`src/rtl/rotimm_pkg.sv`:
```
package rotimm_pkg;
  localparam int unsigned DEF_BYTE_W = 8;
  localparam int unsigned DEF_CNT_W  = 4;
  localparam int unsigned DEF_DATA_W = 32;

  // Largest rotation reachable with a given count width (amount is 2 x count).
  function automatic int unsigned max_rot(input int unsigned cnt_w);
    return 2 * ((1 << cnt_w) - 1);
  endfunction
endpackage

```
`src/rtl/rotimm_fixed_rot.sv`:
```
// Conditional rotate-right by a fixed amount: one stage of the log rotator.
module rotimm_fixed_rot #(
  parameter int unsigned DATA_W = 32,
  parameter int unsigned SH     = 2
) (
  input  logic              en,
  input  logic [DATA_W-1:0] din,
  output logic [DATA_W-1:0] dout
);
  logic [DATA_W-1:0] rotated;
  assign rotated = {din[SH-1:0], din[DATA_W-1:SH]};
  assign dout    = en ? rotated : din;
endmodule

```
`src/rtl/rotimm_core.sv`:
```
// Combinational expansion: zero-extend the byte, rotate right by 2*count,
// select the carry.
module rotimm_core #(
  parameter int unsigned BYTE_W = 8,
  parameter int unsigned CNT_W  = 4,
  parameter int unsigned DATA_W = 32
) (
  input  logic [BYTE_W-1:0] byte_in,
  input  logic [CNT_W-1:0]  count,
  input  logic              carry_in,
  output logic [DATA_W-1:0] value,
  output logic              carry_out
);
  logic [DATA_W-1:0] stage [CNT_W+1];

  assign stage[0] = {{(DATA_W-BYTE_W){1'b0}}, byte_in};

  // Count bit k contributes a rotation of 2^(k+1) bit positions.
  for (genvar k = 0; k < CNT_W; k++) begin : g_rot
    rotimm_fixed_rot #(.DATA_W(DATA_W), .SH(2 << k)) u_rot (
      .en   (count[k]),
      .din  (stage[k]),
      .dout (stage[k+1])
    );
  end

  assign value     = stage[CNT_W];
  assign carry_out = (count == '0) ? carry_in : value[DATA_W-1];
endmodule

```
`src/rtl/rotimm_stage.sv`:
```
// One-entry valid/ready pipeline register that accepts while it is being drained.
module rotimm_stage #(
  parameter int unsigned W = 33
) (
  input  logic         clk,
  input  logic         rst_n,
  input  logic         s_valid,
  output logic         s_ready,
  input  logic [W-1:0] s_data,
  output logic         m_valid,
  input  logic         m_ready,
  output logic [W-1:0] m_data
);
  logic         vld_q;
  logic [W-1:0] dat_q;

  assign s_ready = !vld_q || m_ready;
  assign m_valid = vld_q;
  assign m_data  = dat_q;

  always_ff @(posedge clk or negedge rst_n) begin
    if (!rst_n) begin
      vld_q <= 1'b0;
      dat_q <= '0;
    end else begin
      if (s_ready) vld_q <= s_valid;
      if (s_valid && s_ready) dat_q <= s_data;
    end
  end

  assert_hold_R5: assert property (@(posedge clk) disable iff (!rst_n)
    (m_valid && !m_ready) |=> (m_valid && $stable(m_data)));

  assert_accept_R6: assert property (@(posedge clk) disable iff (!rst_n)
    (s_valid && s_ready) |=> (m_valid && m_data == $past(s_data)));
endmodule

```
`src/rtl/rotimm_expander.sv`:
```
module rotimm_expander
  import rotimm_pkg::*;
#(
  parameter int unsigned BYTE_W = DEF_BYTE_W,
  parameter int unsigned CNT_W  = DEF_CNT_W,
  parameter int unsigned DATA_W = DEF_DATA_W
) (
  input  logic                    clk,
  input  logic                    rst_n,
  input  logic                    in_valid,
  output logic                    in_ready,
  input  logic [BYTE_W+CNT_W-1:0] in_field,
  input  logic                    in_carry,
  output logic                    out_valid,
  input  logic                    out_ready,
  output logic [DATA_W-1:0]       out_value,
  output logic                    out_carry
);
  localparam int unsigned FIELD_W = BYTE_W + CNT_W;
  localparam int unsigned PAY_W   = DATA_W + 1;

  logic [BYTE_W-1:0] fld_byte;
  logic [CNT_W-1:0]  fld_cnt;
  logic [DATA_W-1:0] core_value;
  logic              core_carry;
  logic [PAY_W-1:0]  pay_out;

  assign fld_byte = in_field[BYTE_W-1:0];
  assign fld_cnt  = in_field[FIELD_W-1:BYTE_W];

  rotimm_core #(.BYTE_W(BYTE_W), .CNT_W(CNT_W), .DATA_W(DATA_W)) u_core (
    .byte_in   (fld_byte),
    .count     (fld_cnt),
    .carry_in  (in_carry),
    .value     (core_value),
    .carry_out (core_carry)
  );

  rotimm_stage #(.W(PAY_W)) u_stage (
    .clk     (clk),
    .rst_n   (rst_n),
    .s_valid (in_valid),
    .s_ready (in_ready),
    .s_data  ({core_carry, core_value}),
    .m_valid (out_valid),
    .m_ready (out_ready),
    .m_data  (pay_out)
  );

  assign out_value = pay_out[DATA_W-1:0];
  assign out_carry = pay_out[DATA_W];

  initial begin
    assert (DATA_W > max_rot(CNT_W) && DATA_W >= BYTE_W)
      else $error("rotation range exceeds constant width");
  end

  // A rotation only moves bits: the number of ones is preserved.
  assert_popcount_R1: assert property (@(posedge clk) disable iff (!rst_n)
    in_valid |-> ($countones(core_value) == $countones(fld_byte)));

  assert_zero_count_R2: assert property (@(posedge clk) disable iff (!rst_n)
    (in_valid && fld_cnt == '0) |->
      (core_value == {{(DATA_W-BYTE_W){1'b0}}, fld_byte} && core_carry == in_carry));

  assert_wrap_R4: assert property (@(posedge clk) disable iff (!rst_n)
    (in_valid && fld_cnt == CNT_W'(1)) |->
      (core_value[DATA_W-1:DATA_W-2] == fld_byte[1:0]));
endmodule

```
`config.mk`:
```
export PLATFORM = sky130hd
export DESIGN_NAME = rotimm_expander
export DESIGN_NICKNAME = d
export VERILOG_FILES = /design/src/rtl/rotimm_pkg.sv /design/src/rtl/rotimm_fixed_rot.sv /design/src/rtl/rotimm_core.sv /design/src/rtl/rotimm_stage.sv /design/src/rtl/rotimm_expander.sv
export SDC_FILE = /design/constraint.sdc
export NUM_CORES = 1
export LEC_CHECK = 0
export BUFFER_PORTS_ARGS = -buffer_cell sky130_fd_sc_hd__buf_2
export CORE_ASPECT_RATIO = 1.1
export CORE_MARGIN = 8
export CORE_UTILIZATION = 51
export DETAILED_ROUTE_END_ITERATION = 7
export PLACE_DENSITY_LB_ADDON = 0.05
export SETUP_SLACK_MARGIN = 0.05
export SLEW_MARGIN = 20
export SYNTH_ARGS = -nofsm -noshare
export SYNTH_HDL_FRONTEND = slang
export SYNTH_SLANG_ARGS = --single-unit
```
`constraint.sdc`:
```
create_clock -name clk -period 1.7 [get_ports clk]
set_input_delay 0.17 -clock clk [delete_from_list [all_inputs] [get_ports clk]]
set_output_delay 0.17 -clock clk [all_outputs]
set_load 0.03 [all_outputs]
```
==> out/qor.log <==
[sta] smallest setup slack after layout 0.185 ns
[global_route] global-route wire length before repair 7330 µm
[sta] top achievable clock speed 660 MHz
[cts] post-cts gate resize count 0
[route] drt drc 0
[setup_path] arrival time reported for the critical path endpoint 1.78 ns
[yosys] share of async-settable or async-resettable flops after synthesis 100%
[route] detailed-route wire length 4550 µm
[final_layout] area of the multi-input gates 795 µm²
[pwr] total power divided by cell area 903 mW/mm²
[placed_design] cell area after placement 0.00200 mm²
[yosys] count of state elements after synthesis 34
[cts] sinks on the clock net 34
[global_route] global-route usage over all layers 16.1%
[cts] buffer depth of the longest clock path 2
[setup_path] critical path required time 1.96 ns
[floorplanning] horizontal die dimension 72.7 µm
[sta] Clock Skew 0.00857 ns
[placed_design] Cell Count Post-Placement 272
[cts] clock root cell clkbuf_4
[sta] total count of max-transition violations in the final report 0
[global_route] initial antenna violation count 0
[yosys] dominant combinational cell family by area after synthesis simple AND/OR/NAND/NOR gates
[setup_path] r2r startpoint u_stage.m_valid$_DFFE_PN0P_
[sta] number of hold violations in the final report 0
[sta] RSZ-0062 raised after global routing no
[global_route] total grt overflow 0
[route] via-per-instance ratio 5.62
[yosys] cell type with the highest aggregate area in the netlist dfrtp_1
[yosys] syn_area_per_cell 9.89 µm²
[setup_path] Cell Chain, Critical Path nand2b_1 -> nand2_2 -> or4_1 -> o211ai_1
[cts] number of hold-repair buffers added at the cts stage 1
[setup_path] critical path's slowest cell or4_1
[sta] tightest hold margin 0.103 ns
[status] status finished, final reports clean
[setup_path] type of element capturing the critical path flop
[setup_path] combined buffer and inverter count along the critical path 0
[final_layout] footprint of the flip-flops and latches 851 µm²
[setup_path] first element of the critical path u_stage.m_valid$_DFFE_PN0P_
[yosys] Synth Warn # 0
[sta] final-report setup violation count 0
[yosys] sequential area share after synthesis 47.3%
[sta] Worst Tran Pin Value 0.746 ns
[route] DRT iter0 DRCs 78
[yosys] adder-cell area share of the yosys netlist 0%
[cts] clk_lat worst skew 0.34 ns
[final_layout] Util after Layout 61.7%
[cts] clock tree from TritonCTS done
[final_layout] count of non-filler cells in the finished layout 281
[yosys] most frequent cell after synthesis nand2_1
[yosys] parity-gate share of the synthesized area counting xor and xnor cells 0%
[floorplanning] die outline height 78.3 µm
[yosys] Synth Area in Simple Gates 20.4%
[setup_path] critical path start-end classification flop to flop
[floorplanning] Initial Util 53.6%
[final_layout] fraction of layout cells with a size suffix above 1 30.9%
[setup_path] category of the worst setup path launch point flop
[job] # Max-Cap Violations 0
[yosys] synthesized instance count 182
[route] antenna-violating nets left 0
[global_route] pin count of the biggest net entering global routing 35
[pwr] total power 1.87 mW
[floorplanning] Core Region 0.00336 mm²
[floorplanning] die area 0.00569 mm²
[sta] relative slew slack 50.3%
[final_layout] Layout fillers 318
[cts] number of H-tree levels 2
[final_layout] Antenna diodes 0
[setup_path] delay-heaviest family, CP simple AND/OR/NAND/NOR gates
[min_path] min-delay src in_valid
[route] first-pass detailed-route iteration total 4
[placed_design] DP HPWL 3430 µm
[cts] number of setup buffers added after CTS 0
[final_layout] cell area after layout 0.00207 mm²
[yosys] multiplexer area fraction after synthesis 6.18%
[cts] Inserted Clock Buffers 5
[final_layout] final net count 249
[setup_path] Critical Path Fanout Max 11
[setup_path] crit-path max cell delay 0.56 ns
[sta] final period demand of the worst path 1.51 ns
[yosys] main area contributors after synthesis dfrtp_1 (47%), nand2_1 (7.5%), o21ai_0 (5.6%), clkbuf_8 (4.6%), mux2i_1 (3.9%)
[placed_design] Buffers on Ports 51
[yosys] Compound-Gate Fraction of Synth Area 17.6%
[cts] clock slew at the register clock pins of the worst setup and hold paths 0.11 ns
[yosys] post-synthesis cell area 0.00180 mm²
[yosys] Netlist cell types 35
[placed_design] Placer Congestion 0.923
[final_layout] Area growth, synth to finish 15.1%
[route] routed vias 1579
[pwr] Leak 1.04 nW
[yosys] net count after synthesis 199
[route] Routed wire per std cell 16.2 µm
[yosys] leading post-synthesis cells by instance count nand2_1 (36), dfrtp_1 (34), o21ai_0 (20)
[global_route] via count of the first global-routing pass 1548
[pwr] largest vdd supply drop 0.361 mV
[yosys] EDFF count, synth 0
[sta] fraction of the cycle the final worst path needs 89.1%
[min_path] HP Class input port to flop
[yosys] top_reg_cell synth dfrtp_1
[placed_design] Post-Place Worst Slack 0.188 ns
[yosys] post-synth top area share 47.3%
[floorplanning] Std-Cell Rows 22
[floorplanning] number of ports placed on the die boundary 52
[sta] Post-Route Setup TNS 0 ns
flip-flops by register name (all words and copies together) (netlist names):
signal           flops
u_stage.m_data      33
u_stage.m_valid      1
worst reg2reg max path: stages, from the launching register on:
cell	delay (ns)
dfrtp_1	0.39
nand2b_1	0.20
nand2_2	0.19
or4_1	0.56
o211ai_1	0.11
path summary, 6_finish.rpt:
path                       slack [ns]                        endpoint  cells after the start
setup / recovery                 0.19  u_stage.m_data[20]$_DFFE_PN0P_                      4
hold / removal                   0.10     u_stage.m_valid$_DFFE_PN0P_                      2
setup reg to reg                 0.19  u_stage.m_data[20]$_DFFE_PN0P_                      4
hold reg to reg                  0.48  u_stage.m_data[14]$_DFFE_PN0P_                      2
max in group asynchronous        0.79  u_stage.m_data[32]$_DFFE_PN0P_                      2
min in group asynchronous        0.42   u_stage.m_data[4]$_DFFE_PN0P_                      2
cells in the final DEF, fill, tap and decap left out, drive strengths merged, types with 6 or more instances in the layout:
cell,netlist,routed
o21ai,20,20
nand3,6,6
mux2i,7,7
nand2,37,37
o31ai,6,6
buf,6,56
clkbuf,8,7
nor2,11,11
dfrtp,34,34
a221o,6,6
layout make-up:
type | instances | area share, %
Clock buffer | 7 | 2.66
Clock inverter | 1 | 0.242
Inverter | 1 | 0.181
Multi-Input combinational cell | 133 | 38.3
Timing Repair Buffer | 57 | 14.6
Sequential cell | 34 | 41.1
Tap cell | 48 | 2.90
metal layers:
metal,routed length (µm),GRT usage (%),up-vias,part of all wire [%]
met3,295,5.21,7,6.5
met5,0,0,-,0
li1,-,-,747,-
met4,72,6.61,0,1.6
met2,2040,24.5,55,45
met1,2140,20.6,770,47
where the power goes:
group / total (mW) / switching (mW) / leakage (nW) / internal [mW]
Clock: 0.467 / 0.267 / 0.0353 / 0.200
Sequential: 0.910 / 0.0335 / 0.456 / 0.876
Combinational: 0.493 / 0.342 / 0.549 / 0.151
Total: 1.87 / 0.643 / 1.04 / 1.23
logic make-up (layout without fill, tap and decap cells):
kind of cell | Yosys count | after routing
compound gates | 46 | 46
buf+inv | 15 | 66
flops | 34 | 34
mux | 10 | 10
simple gates | 77 | 77
(Power assumes the default switching activity.)
